## src/rtl/tsync_pkg.sv

```systemverilog
// Package: shared types and width helper for the sync generator.
// Assumes: nothing beyond IEEE 1800-2017.
package tsync_pkg;
    typedef enum logic {
        SYNC_HALT = 1'b0,
        SYNC_RUN  = 1'b1
    } sync_state_e;

    // Counter width able to hold values 0..n-1, never below one bit.
    function automatic int cnt_width(input int n);
        return (n <= 2) ? 1 : $clog2(n);
    endfunction
endpackage

```

## src/rtl/tsync_frame_timer.sv

```systemverilog
// Module: frame phase counter with run/stop control and frame sync outputs.
// Assumes: SYNC_HIGH < FRAME_CYCLES; stop_i has priority over run_i;
// run_i only matters while halted. active_o is high when the counter will
// keep running at this edge, so downstream registers can gate on it.
module tsync_frame_timer #(
    parameter int FRAME_CYCLES = 250000,
    parameter int SYNC_HIGH    = 250,
    parameter int CNT_W        = tsync_pkg::cnt_width(FRAME_CYCLES)
) (
    input  logic             clk,
    input  logic             rst_n,
    input  logic             run_i,
    input  logic             stop_i,
    output logic             active_o,
    output logic [CNT_W-1:0] phase_o,
    output logic             fsync_o,
    output logic             fstart_o
);
    import tsync_pkg::*;

    localparam logic [CNT_W-1:0] PH_LAST  = CNT_W'(FRAME_CYCLES - 1);
    localparam logic [CNT_W-1:0] HIGH_END = CNT_W'(SYNC_HIGH);

    sync_state_e      state_q;
    logic [CNT_W-1:0] phase_q;

    // Running and not being stopped on this edge.
    assign active_o = (state_q == SYNC_RUN) && !stop_i;
    assign phase_o  = phase_q;

    // Run state and frame phase counter.
    always_ff @(posedge clk) begin
        if (!rst_n) begin
            state_q <= SYNC_RUN;
            phase_q <= '0;
        end else if (stop_i) begin
            state_q <= SYNC_HALT;
            phase_q <= '0;
        end else if (run_i && state_q == SYNC_HALT) begin
            state_q <= SYNC_RUN;
            phase_q <= '0;
        end else if (state_q == SYNC_RUN) begin
            phase_q <= (phase_q == PH_LAST) ? '0 : phase_q + 1'b1;
        end
    end

    // Registered frame sync and frame-start strobe.
    always_ff @(posedge clk) begin
        if (!rst_n) begin
            fsync_o  <= 1'b0;
            fstart_o <= 1'b0;
        end else begin
            fsync_o  <= active_o && (phase_q < HIGH_END);
            fstart_o <= active_o && (phase_q == '0);
        end
    end

    // the strobe marks only the rising cycle of frame sync.
    a_r3_start_on_rise: assert property (@(posedge clk) disable iff (!rst_n)
        fstart_o |-> (fsync_o && !$past(fsync_o)));
endmodule

```

## src/rtl/tsync_burst_train.sv

```systemverilog
// Module: one grouped code-sync train inside the frame.
// Assumes: START >= 1 and the whole train ends before the frame wraps.
// GROUP_CYCLES > BITS*BIT_CYCLES, and BIT_HIGH < BIT_CYCLES.
// The internal state describes the phase the frame counter holds now.
// The output is registered from it, so it lines up with frame sync.
module tsync_burst_train #(
    parameter int CNT_W        = 18,
    parameter int START        = 350,
    parameter int GROUPS       = 16,
    parameter int GROUP_CYCLES = 128,
    parameter int BITS         = 8,
    parameter int BIT_CYCLES   = 8,
    parameter int BIT_HIGH     = 4,
    parameter int GW           = tsync_pkg::cnt_width(GROUPS)
) (
    input  logic             clk,
    input  logic             rst_n,
    input  logic             active_i,
    input  logic [CNT_W-1:0] phase_i,
    output logic             pulse_o,
    output logic             first_o,
    output logic [GW-1:0]    grp_o
);
    import tsync_pkg::*;

    localparam int PW = cnt_width(GROUP_CYCLES);
    localparam int BW = cnt_width(BIT_CYCLES);

    localparam logic [CNT_W-1:0] TRIG      = CNT_W'(START - 1);
    localparam logic [PW-1:0]    PH_LAST   = PW'(GROUP_CYCLES - 1);
    localparam logic [PW:0]      BURST_LEN = (PW+1)'(BITS * BIT_CYCLES);
    localparam logic [BW-1:0]    BP_LAST   = BW'(BIT_CYCLES - 1);
    localparam logic [BW:0]      HIGH_LEN  = (BW+1)'(BIT_HIGH);
    localparam logic [GW-1:0]    GRP_LAST  = GW'(GROUPS - 1);

    logic          busy_q;
    logic [PW-1:0] ph_q;
    logic [BW-1:0] bp_q;
    logic [GW-1:0] grp_q;
    logic          burst_on;

    // Position decode: inside the bit part of a group and in the high half.
    always_comb begin
        burst_on = busy_q && ({1'b0, ph_q} < BURST_LEN) && ({1'b0, bp_q} < HIGH_LEN);
    end

    // Group, in-group and in-bit counters, armed one cycle before START.
    always_ff @(posedge clk) begin
        if (!rst_n) begin
            busy_q <= 1'b0;
            ph_q   <= '0;
            bp_q   <= '0;
            grp_q  <= '0;
        end else if (!active_i) begin
            busy_q <= 1'b0;
            ph_q   <= '0;
            bp_q   <= '0;
            grp_q  <= '0;
        end else if (phase_i == TRIG) begin
            busy_q <= 1'b1;
            ph_q   <= '0;
            bp_q   <= '0;
            grp_q  <= '0;
        end else if (busy_q) begin
            if (ph_q == PH_LAST) begin
                ph_q <= '0;
                bp_q <= '0;
                if (grp_q == GRP_LAST) begin
                    busy_q <= 1'b0;
                    grp_q  <= '0;
                end else begin
                    grp_q <= grp_q + 1'b1;
                end
            end else begin
                ph_q <= ph_q + 1'b1;
                bp_q <= (bp_q == BP_LAST) ? '0 : bp_q + 1'b1;
            end
        end
    end

    // Registered, glitch-free pulse output.
    always_ff @(posedge clk) begin
        if (!rst_n) pulse_o <= 1'b0;
        else        pulse_o <= active_i && burst_on;
    end

    assign first_o = busy_q && (ph_q == '0);
    assign grp_o   = grp_q;

    // a pulse that starts while running lasts beyond one cycle when BIT_HIGH > 1.
    a_r5_high_width: assert property (@(posedge clk) disable iff (!rst_n)
        ($rose(pulse_o) && active_i && (BIT_HIGH > 1)) |=> pulse_o);
endmodule

```

## src/rtl/tsync_gen.sv

```systemverilog
// Module: top of the frame and code sync generator.
// Assumes: the instruction train starts IN_DELAY cycles after frame sync falls.
// The computer-word train starts on the first cycle of the last instruction
// group, and both trains end before the frame wraps.
module tsync_gen #(
    parameter int FRAME_CYCLES   = 250000,
    parameter int SYNC_HIGH      = 250,
    parameter int IN_DELAY       = 100,
    parameter int IN_GROUPS      = 16,
    parameter int CW_GROUPS      = 4,
    parameter int GROUP_CYCLES   = 128,
    parameter int BITS_PER_GROUP = 8,
    parameter int BIT_CYCLES     = 8,
    parameter int BIT_HIGH       = 4
) (
    input  logic clk,
    input  logic rst_n,
    input  logic run_i,
    input  logic stop_i,
    output logic frame_sync_o,
    output logic frame_start_o,
    output logic cw_sync_o,
    output logic in_sync_o
);
    import tsync_pkg::*;

    localparam int CNT_W    = cnt_width(FRAME_CYCLES);
    localparam int IN_START = SYNC_HIGH + IN_DELAY;
    localparam int CW_START = IN_START + (IN_GROUPS - 1) * GROUP_CYCLES;
    localparam int IN_GW    = cnt_width(IN_GROUPS);
    localparam int CW_GW    = cnt_width(CW_GROUPS);
    localparam logic [IN_GW-1:0] IN_GRP_LAST = IN_GW'(IN_GROUPS - 1);

    logic             active;
    logic [CNT_W-1:0] phase;
    logic             in_first, cw_first;
    logic [IN_GW-1:0] in_grp;
    logic [CW_GW-1:0] cw_grp;

    tsync_frame_timer #(
        .FRAME_CYCLES(FRAME_CYCLES),
        .SYNC_HIGH   (SYNC_HIGH),
        .CNT_W       (CNT_W)
    ) u_timer (
        .clk     (clk),
        .rst_n   (rst_n),
        .run_i   (run_i),
        .stop_i  (stop_i),
        .active_o(active),
        .phase_o (phase),
        .fsync_o (frame_sync_o),
        .fstart_o(frame_start_o)
    );

    tsync_burst_train #(
        .CNT_W(CNT_W), .START(IN_START), .GROUPS(IN_GROUPS),
        .GROUP_CYCLES(GROUP_CYCLES), .BITS(BITS_PER_GROUP),
        .BIT_CYCLES(BIT_CYCLES), .BIT_HIGH(BIT_HIGH), .GW(IN_GW)
    ) u_in_train (
        .clk     (clk),
        .rst_n   (rst_n),
        .active_i(active),
        .phase_i (phase),
        .pulse_o (in_sync_o),
        .first_o (in_first),
        .grp_o   (in_grp)
    );

    tsync_burst_train #(
        .CNT_W(CNT_W), .START(CW_START), .GROUPS(CW_GROUPS),
        .GROUP_CYCLES(GROUP_CYCLES), .BITS(BITS_PER_GROUP),
        .BIT_CYCLES(BIT_CYCLES), .BIT_HIGH(BIT_HIGH), .GW(CW_GW)
    ) u_cw_train (
        .clk     (clk),
        .rst_n   (rst_n),
        .active_i(active),
        .phase_i (phase),
        .pulse_o (cw_sync_o),
        .first_o (cw_first),
        .grp_o   (cw_grp)
    );

    // first computer-word group opens with the last instruction group.
    a_r6_aligned: assert property (@(posedge clk) disable iff (!rst_n)
        (cw_first && cw_grp == '0) |-> (in_first && in_grp == IN_GRP_LAST));

    // a stop request silences every output at the next edge.
    a_r7_stop_quiet: assert property (@(posedge clk) disable iff (!rst_n)
        stop_i |=> !(frame_sync_o || frame_start_o || cw_sync_o || in_sync_o));

    // code trains stay clear of the frame pulse.
    a_r11_no_overlap: assert property (@(posedge clk) disable iff (!rst_n)
        frame_sync_o |-> !(cw_sync_o || in_sync_o));
endmodule

```

## config.mk

```make
export PLATFORM = sky130hd
export DESIGN_NAME = tsync_gen
export DESIGN_NICKNAME = d
export VERILOG_FILES = /design/src/rtl/tsync_pkg.sv /design/src/rtl/tsync_frame_timer.sv /design/src/rtl/tsync_burst_train.sv /design/src/rtl/tsync_gen.sv
export SDC_FILE = /design/constraint.sdc
export NUM_CORES = 1
export LEC_CHECK = 0
export ABC_AREA = 1
export BUFFER_PORTS_ARGS = -buffer_cell sky130_fd_sc_hd__buf_2
export CORE_MARGIN = 2
export CORE_UTILIZATION = 56
export DETAILED_ROUTE_END_ITERATION = 8
export PLACE_DENSITY = 0.73
export SYNTH_ARGS = -nofsm -noshare
export SYNTH_HDL_FRONTEND = slang
export SYNTH_HIERARCHICAL = 1
export SYNTH_SLANG_ARGS = --single-unit
```

## constraint.sdc

```tcl
create_clock -name clk -period 2.95 [get_ports clk]
set_clock_uncertainty 0.05 [all_clocks]
set_input_delay 0.4425 -clock clk [delete_from_list [all_inputs] [get_ports clk]]
set_output_delay 0.4425 -clock clk [all_outputs]
set_load 0.03 [all_outputs]
```

# == Yosys cells after proc, flatten, opt, wreduce, memory -nomap -nowiden ==
# Cells that the tools add are included.
# op_classes
n_bitwise,3
muxes,19
eq_ne,9
order_cmp,5
n_reduce_logical,19
addsub,7
# op_table
op,n
adder 18 x 1 -> 18 bit (second input constant),1
equality test 18 x 12 -> 1 bit (second input constant),1
equality test 18 bit (second input constant),1
equality test 18 x 9 -> 1 bit (second input constant),1
logical NOT 18 bit,1
< comparator 18 x 8 -> 1 bit (second input constant),1
two-way mux 18 bit,1
adder 7 x 1 -> 7 bit (second input constant),2
equality test 7 bit (second input constant),2
< comparator 7 bit (second input constant),2
two-way mux 7 bit,2
two-way mux 3 bit,4
logical AND 1 bit,10
two-way mux 1 bit,10
OR reduction 3 bit,3
adder 3 x 1 -> 3 bit (second input constant),2
equality test 3 bit (second input constant),2
< comparator 3 bit (second input constant),2
AND reduction 2 bit,3
adder 4 x 1 -> 4 bit (second input constant),1
equality test 4 bit (second input constant),1
two-way mux 4 bit,1
inverter 1 bit,3
adder 2 x 1 -> 2 bit (second input constant),1
4 further kinds,4
# totals
word_cells,76
out_inout_bits,4
register_bits,51
input_bits,4

# == Depth between registers and ports, before layout ==
# logic_depth
depth_word,5
depth_mapped,9
mapped_depth_nobuf,9

# == By module ==
# The synthesis kept the hierarchy.
# by_module_without_submodules
mod,cells_each,instances,area_each_um2,seq_area_each_um2
tsync_frame_timer,182,1,1174.9,420.4
tsync_burst_train (u_in_train),148,1,968.4,320.3
tsync_burst_train (u_cw_train),126,1,828.3,280.3

# == Least setup slack after synthesis ==
# OpenSTA, ideal clock, no wires.
# synth_timing
kind,flip-flop to flip-flop
start,register u_timer.phase_q[0] (netlist: u_timer/phase_o[0])
end,register u_timer.phase_q[7] (netlist: u_timer/phase_o[7])
t_required_ns,2.786
t_arrival_ns,1.186
n_path_buf,1
stages_incl_launch_ff,8
synth_period_minus_slack_ns,1.350
setup_ns,0.114
slack_ns,1.600
cell_sequence,dfxtp_1 ha_1 inv_1 nor2_4 nand3_1 o21ai_2 buf_6 nor2_1
# synth_between
elab_chain_cells,2
word_cells_on_any_way,3
cone_classes,1 x add/sub; 1 x eq/ne; 1 x mux
# synth_rtl
item,line_no,rtl
start: declaration,tsync_frame_timer.sv:25,logic [CNT_W-1:0] phase_q;
start signal: assignment,tsync_frame_timer.sv:43,phase_q <= (phase_q == PH_LAST) ? '0 : phase_q + 1'b1;
adder 18 x 1 -> 18 bit or equality test 18 bit (tied branches),tsync_frame_timer.sv:43,
two-way mux 18 bit (*),tsync_frame_timer.sv:43,
# Every way passes the cells marked *; elsewhere a longest branch is shown, timed or not.
# A chain may end at the register's enable or synchronous reset.

# == Worst setup path in the final report ==
# layout_timing
start,register u_timer.state_q
end,register u_in_train.ph_q[0]
# layout_between
elab_chain_cells,3
# layout_rtl
item,line_no,rtl
start: declaration,tsync_frame_timer.sv:24,sync_state_e state_q;
start signal: assignment,tsync_frame_timer.sv:34,state_q <= SYNC_RUN;
start signal: assignment,tsync_frame_timer.sv:37,state_q <= SYNC_HALT;
start signal: assignment,tsync_frame_timer.sv:40,state_q <= SYNC_RUN;
logical AND 1 bit,tsync_frame_timer.sv:28,assign active_o = (state_q == SYNC_RUN) && !stop_i;
net active,tsync_gen.sv:34,logic active;
inverter 1 bit (no source line),--,
OR reduction 3 bit (no source line),--,
end signal: assignment,tsync_burst_train.sv:75,ph_q <= ph_q + 1'b1;
end: declaration,tsync_burst_train.sv:37,logic [PW-1:0] ph_q;
# The timed path passes the listed nets, and every way through them passes these cells.

==> key figures <==
Worst setup path
  • Worst EP required: approximately 3.1 ns
  • Signal arrival time at the worst endpoint: 1.98 ns
  • R2R depth: 6
  • Buf/Inv on CP: 2
  • CP endpoint kind: flop
  • CP delay by family, top: simple AND/OR/NAND/NOR gates
  • Reg-to-Reg End: u_in_train/ph_q[0]
  • CP Cell Sequence: inv_1 -> nor2_1 -> nand2_1 -> inv_1 -> nand2_1 -> nor2_1
  • CP Launch Type: flop
  • Critical-path top delay cell: dfxtp_1
  • R2R Setup Slk: about 1.2 ns
  • Worst r2r src: u_timer/state_q
  • Largest stage delay, worst path: around 0.54 ns
  • CP Class: flop to flop
  • CP max FO: 11

GRT
  • First-pass GRT wire length: about 10 mm
  • Antenna violations before repair: 0
  • Overall Global Routing Usage: a little over a fifth
  • Largest net degree at the start of global routing: 17
  • Vias in the first global route: roughly 2400
  • Total grt overflow: 0

Logic synthesis
  • Cells after synthesis: between 400 and 500
  • Mapped Avg Cell Area: 6.54 um2
  • Yosys warns: 6
  • Post-synth net total: 466
  • Synthesized area: between 0.002 and 0.003 mm2

Route
  • Routed wire per std cell: between 10 and 15 um
  • DRT iter0 DRCs: about 140
  • Vias per cell: about 5
  • Pre-antenna DRT Iters: 5
  • DRT antenna net count: 0
  • Via count: about 2700
  • Total Wirelength: between 5 and 6 mm
  • Residual DRC: 0

Clocking
  • Post-CTS Setup Repair Bufs: 0
  • H-tree levels: 2
  • Clock Path Buffers: 2
  • Total CTS buffers: 5
  • CTS tree: built
  • Post-cts hold buffer count: 0
  • Root Buffer: clkbuf_8
  • Clk sinks: 51
  • Clk pin slew, worst setup/hold paths: ~0.09 ns
  • Post-CTS Resized: 0
  • Later-pin clock latency in the skew report: around 0.3 ns

Timing
  • Tmin final: around 1.8 ns
  • Worst-margin pin slew: 0.527 ns
  • TNS Setup: 0 ns
  • Final Hold Fails: 0
  • Fin. max-slew vios: 0
  • Final setup margin: roughly 1.2 ns
  • Final setup fails: 0
  • Max Fclk: 0.557 GHz
  • Final cycle utilization of the critical path: roughly 61%
  • Worst relative slew slack: approximately 65%
  • RSZ-0062 raised after global routing: false

Die
  • I/O Pins: 8
  • DIE HEIGHT: about 76 um
  • Initial core utilization: between 50 and 60%
  • Die area: between 0.005 and 0.006 mm2
  • Core Area: roughly 0.005 mm2
  • Die Wd: approximately 76 um
  • Row count: 26

Pwr
  • Leak Pwr: approximately 1.2 nW
  • Pwr per Cell Area: between 300 and 400 mW/mm2
  • Max IR drop VDD: between 0.2 and 0.25 mV
  • Switch share: 21.5%
  • Clk pwr share: slightly below 40%
  • Net load switching power: between 0.2 and 0.3 mW
  • Internal power: 0.956 mW
  • Comb power frac: approximately 3.3%
  • Flop pwr share: between 50% and 60%

Place
  • Final Wtd Congestion: about 0.94
  • # port buffers: 7
  • DP Cell Count: 520
  • Dpl ws: between 1 and 1.5 ns
  • Placed Area: roughly 0.003 mm2
  • Detail Placement HPWL: around 4.5 mm

Cells and area
  • Finished Cell Area: about 0.0031 mm2
  • Post-route insts no fill: roughly 530
  • Layout cell share with drive strength beyond 1: 10.5%
  • Area delta synth->final: 6.12%
  • Antenna cells: 0
  • Final net count: 473

Hold path
  • Hold EP: u_timer/state_q
  • Hold Path Stages: 2
  • Hold Path Origin: stop_i
  • Worst hold path class: primary input to flop

Outcome
  • Outcome: complete, no violations

Flow run
  • Max Cap Viol: 0
cell type report:
class                   instances  area [um2]
multi-input cells             328        1630
inverters                      64         240
clock inverters                 3        43.8
fillers                       513        1950
repair buffers                  7        35.0
flip-flops and latches         51        1020
clock buffers                   5        68.8
well taps                      70        87.6
metrics by stage:
stage	utilization, %	power [mW]	hold WS (ns)
2_1_floorplan	-	0.745	0.370
3_3_place_gp	59.3	0.753	0.402
3_5_place_dp	59.3	0.754	0.410
4_1_cts	61.5	1.23	0.329
5_1_grt	61.5	1.27	0.336
6_report	61.5	1.22	0.342
power groups by stage:
| stage | Clock [mW] | Combinational [mW] | Sequential, mW |
|---|---|---|---|
| 4_1_cts | 0.496 | 0.0404 | 0.697 |
| 2_1_floorplan | 0 | 0.0309 | 0.714 |
| 3_5_place_dp | 0 | 0.0402 | 0.714 |
| 6_report | 0.479 | 0.0400 | 0.698 |
| 5_1_grt | 0.525 | 0.0450 | 0.699 |
| 3_3_place_gp | 0 | 0.0399 | 0.713 |
worst max-delay path by stage:
| stage | startpoint | end | slack, ns | cells after the start |
|---|---|---|---|---|
| 6_report | u_timer/state_q | u_in_train/ph_q[0] | 1.15 | 6 |
| 5_1_grt | u_timer/state_q | u_in_train/grp_o[1] | 0.93 | 6 |
| 2_1_floorplan | u_timer/phase_o[0] | u_timer/phase_o[7] | 1.60 | 7 |
| 3_5_place_dp | u_timer/state_q | u_in_train/ph_q[0] | 1.15 | 6 |
| 4_1_cts | u_timer/state_q | u_in_train/ph_q[6] | 1.11 | 6 |
| 3_3_place_gp | u_timer/state_q | u_in_train/grp_o[3] | 1.23 | 6 |
flip-flops by register name (all words and copies together) (netlist names):
name	count
u_timer/phase_o	18
u_timer/fsync_o	1
u_in_train/busy_q	1
u_in_train/grp_o	4
u_cw_train/bp_q	3
u_in_train/ph_q	7
u_in_train/bp_q	3
u_cw_train/grp_o	2
u_cw_train/pulse_o	1
u_cw_train/busy_q	1
u_timer/state_q	1
u_timer/fstart_o	1
u_in_train/pulse_o	1
u_cw_train/ph_q	7
routing by layer:
layer / wire (um) / GRT usage [%] / part of all wire (%)
met5: 0 / 0 / 0
met4: 85 / 8.55 / 1.4
met3: 194 / 4.27 / 3.3
met2: 2940 / 38.0 / 49
met1: 2720 / 26.1 / 46
cells in the final DEF (no fill, tap or decap):
cell type	instances
nand2_1	114
nor2_1	87
inv_1	60
dfxtp_1	51
nand3_1	37
a21oi_1	14
ha_1	12
nor2_2	10
nand2_2	8
nand4_1	8
buf_2	7
xor2_1	7
clkbuf_8	5
o21ai_0	5
inv_2	4
nor2_4	4
nand3_2	3
nor4_1	3
xnor2_1	3
o21ai_1	2
nor3_1	2
clkinv_4	1
clkinv_2	1
bufinv_16	1
and2_0	1
a22oi_2	1
nand2_4	1
or2_0	1
nor3_2	1
a31oi_1	1
o21ai_2	1
o21bai_1	1
a211oi_1	1
Power figures use the tool's default switching activity.
